### src/rtl/spim_pkg.sv
`timescale 1ns/1ps
package spim_pkg;
  localparam int WORD_W   = 32;
  localparam int HALF_W   = 16;
  localparam int IW       = $clog2(WORD_W);
  localparam int CNT_W    = IW + 1;
  localparam int DIV_W    = 3;
  localparam int SIZE_W   = 5;
  localparam int MIN_BITS = 4;

  localparam int A_EN_B   = 0;
  localparam int A_DIV_B  = 1;
  localparam int A_WIE_B  = 4;
  localparam int A_RIE_B  = 5;
  localparam int B_EDGE_B = 0;
  localparam int B_IDLE_B = 5;
  localparam int B_PULS_B = 10;
  localparam int C_RD_B   = 0;
  localparam int C_WR_B   = 1;
  localparam int C_SIZE_B = 2;
  localparam int C_SEL_B  = 7;
  localparam int F_RD_B   = 0;
  localparam int F_WR_B   = 1;

  typedef enum logic [2:0] {
    RS_CFGA = 3'd0, RS_CFGB = 3'd1, RS_CMD = 3'd2, RS_FLAG = 3'd3,
    RS_TXL  = 3'd4, RS_TXH  = 3'd5, RS_RXL = 3'd6, RS_RXH  = 3'd7
  } reg_sel_e;

  typedef struct packed {
    logic             clk_en;
    logic [DIV_W-1:0] div;
    logic             wr_ie;
    logic             rd_ie;
    logic             edge_rise;
    logic             idle_hi;
    logic             pulse;
  } cfg_t;
endpackage

### src/rtl/spim_clkgen.sv
`timescale 1ns/1ps
module spim_clkgen
  import spim_pkg::*;
(
  input  logic             clk,
  input  logic             rst_n,
  input  logic             run_i,
  input  logic [DIV_W-1:0] div_i,
  output logic             tick_o
);
  localparam int CW = (2 ** DIV_W) - 1;

  logic [CW-1:0] cnt_q;
  logic [CW-1:0] lim;

  assign lim    = CW'((32'd1 << div_i) - 32'd1);
  assign tick_o = run_i && (cnt_q == lim);

  always_ff @(posedge clk or negedge rst_n) begin
    if (!rst_n)                cnt_q <= '0;
    else if (!run_i || tick_o) cnt_q <= '0;
    else                       cnt_q <= cnt_q + 1'b1;
  end

  // with a divisor above zero, ticks are never back to back
  assert_tick_gap_R12: assert property (@(posedge clk) disable iff (!rst_n)
    (tick_o && div_i != '0) |=> !tick_o);
endmodule

### src/rtl/spim_shifter.sv
`timescale 1ns/1ps
module spim_shifter
  import spim_pkg::*;
(
  input  logic              clk,
  input  logic              rst_n,
  input  logic              start_i,
  input  logic [CNT_W-1:0]  bits_i,
  input  logic [WORD_W-1:0] tx_word_i,
  input  logic              edge_rise_i,
  input  logic              idle_hi_i,
  input  logic              tick_i,
  input  logic              miso_i,
  output logic              busy_o,
  output logic              done_o,
  output logic              sclk_o,
  output logic              mosi_o,
  output logic [WORD_W-1:0] rx_word_o
);
  logic              busy_q, done_q, sclk_q, mosi_q, edge_q;
  logic [CNT_W-1:0]  nbits_q, scnt_q;
  logic [CNT_W:0]    hc_q;
  logic [WORD_W-1:0] tx_q, rx_q;
  logic [IW-1:0]     idx;
  logic              nsclk, sampling, last_half;

  assign idx       = IW'(nbits_q - scnt_q - 1'b1);
  assign nsclk     = ~sclk_q;
  assign sampling  = (nsclk == edge_q);
  assign last_half = (hc_q == ({nbits_q, 1'b0} - 1'b1));

  always_ff @(posedge clk or negedge rst_n) begin
    if (!rst_n) begin
      busy_q  <= 1'b0;
      done_q  <= 1'b0;
      sclk_q  <= 1'b0;
      mosi_q  <= 1'b0;
      edge_q  <= 1'b0;
      nbits_q <= '0;
      scnt_q  <= '0;
      hc_q    <= '0;
      tx_q    <= '0;
      rx_q    <= '0;
    end else begin
      done_q <= 1'b0;
      if (!busy_q) begin
        sclk_q <= idle_hi_i;
        if (start_i) begin
          busy_q  <= 1'b1;
          edge_q  <= edge_rise_i;
          nbits_q <= bits_i;
          scnt_q  <= '0;
          hc_q    <= '0;
          tx_q    <= tx_word_i;
          rx_q    <= '0;
          mosi_q  <= tx_word_i[IW'(bits_i - 1'b1)];
        end
      end else if (tick_i) begin
        sclk_q <= nsclk;
        hc_q   <= hc_q + 1'b1;
        if (sampling) begin
          rx_q   <= {rx_q[WORD_W-2:0], miso_i};
          scnt_q <= scnt_q + 1'b1;
        end else if (scnt_q < nbits_q) begin
          mosi_q <= tx_q[idx];
        end
        if (last_half) begin
          busy_q <= 1'b0;
          done_q <= 1'b1;
        end
      end
    end
  end

  assign busy_o    = busy_q;
  assign done_o    = done_q;
  assign sclk_o    = sclk_q;
  assign mosi_o    = mosi_q;
  assign rx_word_o = rx_q;

  // the register block never issues a start into a running frame
  assert_no_start_busy_R13: assert property (@(posedge clk) disable iff (!rst_n)
    busy_q |-> !start_i);
  // a finished frame has taken exactly N samples
  assert_sample_count_R7: assert property (@(posedge clk) disable iff (!rst_n)
    done_q |-> (scnt_q == nbits_q));
  // the serial clock does not move while idle with a steady idle level
  assert_sclk_still_R8: assert property (@(posedge clk) disable iff (!rst_n)
    (!busy_q && !start_i && sclk_q == idle_hi_i) |=> $stable(sclk_q));
endmodule

### src/rtl/spim_regs.sv
`timescale 1ns/1ps
module spim_regs
  import spim_pkg::*;
#(
  parameter int NUM_CS = 2
) (
  input  logic              clk,
  input  logic              rst_n,
  input  logic              bus_wr,
  input  logic [2:0]        bus_addr,
  input  logic [HALF_W-1:0] bus_wdata,
  output logic [HALF_W-1:0] bus_rdata,
  input  logic              busy_i,
  input  logic              done_i,
  input  logic [WORD_W-1:0] rx_word_i,
  output cfg_t              cfg_o,
  output logic              start_o,
  output logic [CNT_W-1:0]  start_bits_o,
  output logic [WORD_W-1:0] tx_word_o,
  output logic [NUM_CS-1:0] sel_o,
  output logic              irq_o
);
  reg_sel_e          rsel;
  cfg_t              cfg_q;
  logic [WORD_W-1:0] tx_q, rx_q;
  logic [SIZE_W-1:0] size_q, size_w;
  logic              op_rd_q, op_wr_q;
  logic [NUM_CS-1:0] sel_q;
  logic [1:0]        flags_q, flags_n;
  logic              hit_cmd, hit_flag, lvl, lvl_q;

  assign rsel     = reg_sel_e'(bus_addr);
  assign hit_cmd  = bus_wr && (rsel == RS_CMD) && !busy_i;
  assign hit_flag = bus_wr && (rsel == RS_FLAG);
  assign size_w   = bus_wdata[C_SIZE_B +: SIZE_W];
  assign start_o  = hit_cmd && cfg_q.clk_en &&
                    (bus_wdata[C_RD_B] || bus_wdata[C_WR_B]);
  assign start_bits_o = (size_w < SIZE_W'(MIN_BITS - 1)) ? CNT_W'(MIN_BITS)
                                                         : CNT_W'(size_w) + 1'b1;

  always_ff @(posedge clk or negedge rst_n) begin
    if (!rst_n) begin
      cfg_q   <= '0;
      tx_q    <= '0;
      size_q  <= '0;
      op_rd_q <= 1'b0;
      op_wr_q <= 1'b0;
      sel_q   <= '0;
    end else if (bus_wr) begin
      case (rsel)
        RS_CFGA: begin
          cfg_q.clk_en <= bus_wdata[A_EN_B];
          cfg_q.div    <= bus_wdata[A_DIV_B +: DIV_W];
          cfg_q.wr_ie  <= bus_wdata[A_WIE_B];
          cfg_q.rd_ie  <= bus_wdata[A_RIE_B];
        end
        RS_CFGB: begin
          cfg_q.edge_rise <= bus_wdata[B_EDGE_B];
          cfg_q.idle_hi   <= bus_wdata[B_IDLE_B];
          cfg_q.pulse     <= bus_wdata[B_PULS_B];
        end
        RS_TXL: tx_q[HALF_W-1:0]      <= bus_wdata;
        RS_TXH: tx_q[WORD_W-1:HALF_W] <= bus_wdata;
        RS_CMD: if (hit_cmd) begin
          op_rd_q <= bus_wdata[C_RD_B];
          op_wr_q <= bus_wdata[C_WR_B];
          size_q  <= size_w;
          sel_q   <= bus_wdata[C_SEL_B +: NUM_CS];
        end
        default: ;
      endcase
    end
  end

  always_comb begin
    flags_n = flags_q;
    if (hit_flag) flags_n = '0;
    if (start_o) begin
      if (bus_wdata[C_RD_B]) flags_n[F_RD_B] = 1'b0;
      if (bus_wdata[C_WR_B]) flags_n[F_WR_B] = 1'b0;
    end
    if (done_i) begin
      if (op_rd_q) flags_n[F_RD_B] = 1'b1;
      if (op_wr_q) flags_n[F_WR_B] = 1'b1;
    end
  end

  assign lvl = (flags_q[F_RD_B] && cfg_q.rd_ie) || (flags_q[F_WR_B] && cfg_q.wr_ie);

  always_ff @(posedge clk or negedge rst_n) begin
    if (!rst_n) begin
      flags_q <= '0;
      rx_q    <= '0;
      lvl_q   <= 1'b0;
    end else begin
      flags_q <= flags_n;
      lvl_q   <= lvl;
      if (done_i && op_rd_q) rx_q <= rx_word_i;
    end
  end

  assign irq_o = cfg_q.pulse ? (lvl && !lvl_q) : lvl;

  always_comb begin
    bus_rdata = '0;
    case (rsel)
      RS_CFGA: begin
        bus_rdata[A_EN_B]           = cfg_q.clk_en;
        bus_rdata[A_DIV_B +: DIV_W] = cfg_q.div;
        bus_rdata[A_WIE_B]          = cfg_q.wr_ie;
        bus_rdata[A_RIE_B]          = cfg_q.rd_ie;
      end
      RS_CFGB: begin
        bus_rdata[B_EDGE_B] = cfg_q.edge_rise;
        bus_rdata[B_IDLE_B] = cfg_q.idle_hi;
        bus_rdata[B_PULS_B] = cfg_q.pulse;
      end
      RS_CMD: begin
        bus_rdata[C_RD_B]             = op_rd_q;
        bus_rdata[C_WR_B]             = op_wr_q;
        bus_rdata[C_SIZE_B +: SIZE_W] = size_q;
        bus_rdata[C_SEL_B +: NUM_CS]  = sel_q;
      end
      RS_FLAG: bus_rdata[1:0] = flags_q;
      RS_TXL:  bus_rdata = tx_q[HALF_W-1:0];
      RS_TXH:  bus_rdata = tx_q[WORD_W-1:HALF_W];
      RS_RXL:  bus_rdata = rx_q[HALF_W-1:0];
      RS_RXH:  bus_rdata = rx_q[WORD_W-1:HALF_W];
      default: bus_rdata = '0;
    endcase
  end

  assign cfg_o     = cfg_q;
  assign tx_word_o = tx_q;
  assign sel_o     = sel_q;

  // a status write with no completing frame leaves both flags clear
  assert_flag_clear_R9: assert property (@(posedge clk) disable iff (!rst_n)
    (hit_flag && !done_i) |=> (flags_q == 2'b00));
  // a finishing receive frame raises the receive flag
  assert_rd_done_R5: assert property (@(posedge clk) disable iff (!rst_n)
    (done_i && op_rd_q) |=> flags_q[F_RD_B]);
  // a finishing send frame raises the send flag
  assert_wr_done_R6: assert property (@(posedge clk) disable iff (!rst_n)
    (done_i && op_wr_q) |=> flags_q[F_WR_B]);
  // a pulse-mode interrupt lasts a single cycle
  assert_pulse_once_R11: assert property (@(posedge clk) disable iff (!rst_n)
    (cfg_q.pulse && irq_o) |=> !irq_o);
endmodule

### src/rtl/spim_ctrl.sv
`timescale 1ns/1ps
module spim_ctrl
  import spim_pkg::*;
#(
  parameter int NUM_CS = 2
) (
  input  logic              clk,
  input  logic              rst_n,
  input  logic              reg_wr,
  input  logic [2:0]        reg_addr,
  input  logic [15:0]       reg_wdata,
  output logic [15:0]       reg_rdata,
  output logic              sclk,
  output logic              mosi,
  input  logic              miso,
  output logic [NUM_CS-1:0] cs_n,
  output logic              irq
);
  cfg_t              cfg;
  logic              start, busy, done, tick;
  logic [CNT_W-1:0]  start_bits;
  logic [WORD_W-1:0] tx_word, rx_word;
  logic [NUM_CS-1:0] sel;

  spim_regs #(.NUM_CS(NUM_CS)) u_regs (
    .clk          (clk),
    .rst_n        (rst_n),
    .bus_wr       (reg_wr),
    .bus_addr     (reg_addr),
    .bus_wdata    (reg_wdata),
    .bus_rdata    (reg_rdata),
    .busy_i       (busy),
    .done_i       (done),
    .rx_word_i    (rx_word),
    .cfg_o        (cfg),
    .start_o      (start),
    .start_bits_o (start_bits),
    .tx_word_o    (tx_word),
    .sel_o        (sel),
    .irq_o        (irq)
  );

  spim_clkgen u_clkgen (
    .clk    (clk),
    .rst_n  (rst_n),
    .run_i  (busy),
    .div_i  (cfg.div),
    .tick_o (tick)
  );

  spim_shifter u_shift (
    .clk         (clk),
    .rst_n       (rst_n),
    .start_i     (start),
    .bits_i      (start_bits),
    .tx_word_i   (tx_word),
    .edge_rise_i (cfg.edge_rise),
    .idle_hi_i   (cfg.idle_hi),
    .tick_i      (tick),
    .miso_i      (miso),
    .busy_o      (busy),
    .done_o      (done),
    .sclk_o      (sclk),
    .mosi_o      (mosi),
    .rx_word_o   (rx_word)
  );

  assign cs_n = ~sel;
endmodule

### config.mk
export PLATFORM = sky130hd
export DESIGN_NAME = spim_ctrl
export DESIGN_NICKNAME = d
export VERILOG_FILES = /design/src/rtl/spim_pkg.sv /design/src/rtl/spim_clkgen.sv /design/src/rtl/spim_shifter.sv /design/src/rtl/spim_regs.sv /design/src/rtl/spim_ctrl.sv
export SDC_FILE = /design/constraint.sdc
export NUM_CORES = 1
export LEC_CHECK = 0
export BUFFER_PORTS_ARGS = -buffer_cell sky130_fd_sc_hd__buf_2
export CAP_MARGIN = 10
export CORE_AREA = 2 2 119 208
export CTS_CLUSTER_SIZE = 20
export DETAILED_ROUTE_END_ITERATION = 12
export DIE_AREA = 0 0 121 210
export PLACE_DENSITY = 0.53
export REMOVE_ABC_BUFFERS = 1
export SKIP_CTS_REPAIR_TIMING = 1
export SYNTH_ARGS = -nofsm -noshare
export SYNTH_HDL_FRONTEND = slang
export SYNTH_SLANG_ARGS = --single-unit
### constraint.sdc
create_clock -name clk -period 6.9 [get_ports clk]
set_input_delay 1.725 -clock clk [delete_from_list [all_inputs] [get_ports clk]]
set_output_delay 1.725 -clock clk [all_outputs]
set_load 0.05 [all_outputs]
==> summary.txt <==
Timing
  • Tmin final: between 5 and 6 ns
  • Endpoints failing setup: 0
  • Fmax: approximately 190 MHz
  • Final Skew: ~0.0076 ns
  • Hold Fails Final Rpt: 0
  • Setup ws final: about 1.6 ns
  • RSZ-0062 raised after global routing: false
  • Total negative setup slack: 0 ns
  • Pins Over Slew Limit: 0
  • Final period util: 0.772
  • Slew margin rel.: 0.274
  • Worst Tran Pin Value: about 1.1 ns

Floorplan
  • Initial core utilization: 0.384
  • # IOs: between 40 and 50
  • Die Span Y: 210 µm
  • Core Box Area: ~24000 µm²
  • Row count: 75
  • Die Span X: approximately 120 µm
  • Die ar.: approximately 25000 µm²

Worst setup path
  • Crit path DAT: 3.60 ns
  • Max stage delay on crit path: slightly below 0.6 ns
  • CP endpoint kind: output port
  • CP startpoint kind: input port
  • Worst path bufs/invs: 2
  • Crit path cell chain: buf_2 -> nor2b_1 -> a221oi_1 -> o22ai_1 -> buf_2
  • Critical-path maximum fanout: 35
  • CP dominant cell by count: buf_2
  • Crit. Startpoint: reg_addr[1]
  • Reg2reg setup slack: approximately 2.6 ns
  • Reg-to-Reg End: u_shift.scnt_q[4]$_DFFE_PN0P_
  • Worst EP required: 5.18 ns
  • Setup CP Type: input port to output port
  • Critical path depth in cells: 5
  • Delay-heaviest family, CP: buffers and inverters
  • CP max-delay cell: buf_2
  • Setup crit end: reg_rdata[1]
  • Number of cells on the worst reg-to-reg path: 9
  • Reg-to-Reg Start: u_regs.cfg_o[6]$_DFFE_PN0P_

Finish
  • Antenna fix cells: 0
  • Syn-to-layout area delta: 11.1%
  • Final cell utilization of the core: 0.426
  • Proportion of layout cells with a drive suffix above 1: 0.224
  • Fin nets: 927

Global routing
  • Largest net degree at the start of global routing: 85
  • Remaining global-route overflow: 0
  • Total track usage: 0.188
  • Via count of the first global-routing pass: 6656
  • Antenna violations before repair: 0
  • First-pass GRT wire length: between 30000 and 40000 µm

Status
  • Status: finished, final reports clean

Power and ir drop
  • Leak: 4.71 nW
  • Worst vdd ir: approximately 150 µV
  • PwrDens: 314 nW/µm²

Yosys
  • Cell Area, Synth: between 9000 and 10000 µm²
  • Synth unique cells: 60
  • Post-synth EDFFs: 0
  • Area leader, netlist: dfrtp_1
  • Post-synth top cells: nand2_1 (203), dfrtp_1 (180), mux2_2 (83)
  • Synth top area cells: dfrtp_1 (49%), mux2_2 (10%), nand2_1 (8.4%), mux4_2 (6.2%), nand3_1 (2.8%)
  • Post-Syn Instances: 868
  • Avg Cell Area, Syn: between 10 and 15 µm²
  • Yosys warnings: 0
  • Register area share after synthesis: 0.495
  • Async set-reset flop share out of synthesis: 1.00
  • Seq cells post-synth: 180
  • Post-synth top flop: dfrtp_1
  • Share of the synthesized area in the top cell type: 0.495
  • Most frequent cell after synthesis: nand2_1

Worst hold path
  • Hold path start: u_shift.tx_q[14]$_DFFE_PN0P_
  • Worst Hold Class: flip-flop to flip-flop

Routing
  • Vias per std cell: about 5.3
  • Via Count: 6446
  • DRT Wirelength: approximately 22000 µm
  • Initial DRC Count: approximately 360
  • Wire per inst: 18.6 µm
  • DRC viols: 0
  • ANT nets after route: 0
  • TritonRoute pass-1 iters: 4

Clocking
  • CTS Buf Count: 17
  • Clk slew on worst S/H paths: around 0.06 ns
  • Worst-Skew Late Latency: approximately 0.44 ns
  • TritonCTS clock tree: built
  • H-tree Lvls: 4
  • Longest Clk Path Bufs: 2
  • Num Clock Sinks: 180
  • Root Driver: clkbuf_16

Placement
  • Dpl ws: 1.53 ns
  • Final HPWL DP: 16000 µm
  • Gpl congestion: slightly above 0.8
  • Port Buf Inserts: between 40 and 50

Flow run
  • Max-Cap Viols: 0
==> layout by cell type (no fill, tap or decap), drive strengths merged, types with 3 or more instances in the layout <==
cell	instances
ha	17
mux2i	12
nor3	8
clkbuf	21
nand3	51
o2111ai	3
buf	51
o211ai	3
o22ai	7
a21o	3
mux4	25
xor2	11
nor2	33
mux2	83
nor2b	5
nand4	6
a22oi	8
inv	23
and2	8
nor3b	5
o21ai	31
a21boi	3
xnor2	16
nand2b	7
nand2	204
and3	8
a21oi	13
clkinv	10
nor4	3
dfrtp	180
a31oi	5
==> layout make-up <==
type | instances | area [µm²]
Inverter | 23 | 86.3
Timing Repair Buffer | 52 | 292
Tap cell | 308 | 385
Clock buffer | 20 | 457
Fill cell | 2344 | 13600
Multi-Input combinational cell | 612 | 4310
Clock inverter | 12 | 83.8
Sequential cell | 180 | 4500
==> per-layer routing <==
| metal | wire length (µm) | up-vias | track usage | share of wire |
|---|---|---|---|---|
| met5 | 0 | - | 0 | 0 |
| met4 | 617 | 0 | 0.0726 | 0.027 |
| met3 | 476 | 34 | 0.0368 | 0.021 |
| met2 | 12100 | 85 | 0.335 | 0.54 |
| met1 | 9240 | 3255 | 0.220 | 0.41 |
| li1 | - | 3072 | - | - |
==> state kept, by name, indices dropped and copies added (netlist names) <==
register	cells
u_regs.rx_q	32
u_regs.tx_word_o	32
u_shift.rx_word_o	32
u_shift.tx_q	32
u_regs.cfg_o	9
u_clkgen.cnt_q	7
u_shift.hc_q	7
u_shift.nbits_q	6
u_shift.scnt_q	6
u_regs.size_q	5
u_regs.flags_q	2
u_regs.sel_o	2
u_regs.lvl_q	1
u_regs.op_rd_q	1
u_regs.op_wr_q	1
u_shift.busy_o	1
u_shift.done_o	1
u_shift.edge_q	1
u_shift.mosi_o	1
u_shift.sclk_o	1
==> power breakdown <==
part	internal [mW]	switching (mW)	total (mW)
clock	0.478	0.422	0.900
sequential	1.25	0.229	1.48
combinational	0.364	0.436	0.800
==> logic make-up (layout without fill, tap and decap cells) <==
kind of cell,count (synthesis),in the layout,synth area share
AOI/OAI and AO/OA,97,97,0.0702
and+or+nand+nor,350,350,0.173
muxes,120,120,0.178
xor gates and xnor gates,27,27,0.0268
buffers and inverters,76,107,0.0326
adders and majority gates,18,18,0.0255
DFF,180,180,0.495
==> metrics by stage <==
| step | area, µm² | power, mW | std cells | hold slack (ns) |
|---|---|---|---|---|
| 6_report | 10100 | 3.18 | 1207 | 0.474 |
| 5_1_grt | 10100 | 3.37 | 1207 | 0.491 |
| 4_1_cts | 10100 | 3.22 | 1207 | 0.475 |
| 3_5_place_dp | 9580 | 2.31 | 1175 | 0.458 |
| 3_3_place_gp | 9580 | 2.29 | 1175 | 0.455 |
| 2_1_floorplan | 8900 | 2.03 | 815 | 0.440 |
==> how the worst min path moves through the flow <==
stage,end,cells after the start
global placement,u_shift.tx_q[12]$_DFFE_PN0P_,2
CTS,u_shift.tx_q[9]$_DFFE_PN0P_,2
floorplan,u_shift.tx_q[25]$_DFFE_PN0P_,2
global route,u_shift.tx_q[20]$_DFFE_PN0P_,2
finish,u_shift.tx_q[14]$_DFFE_PN0P_,2
detailed placement,u_shift.tx_q[9]$_DFFE_PN0P_,2
==> worst min-delay path: cells and delay by family, from the launching register on <==
kind             cells  cell delay [ns]
flip-flops           1             0.34
AND/OR/NAND/NOR      2             0.10
Power figures use the tool's default switching activity.
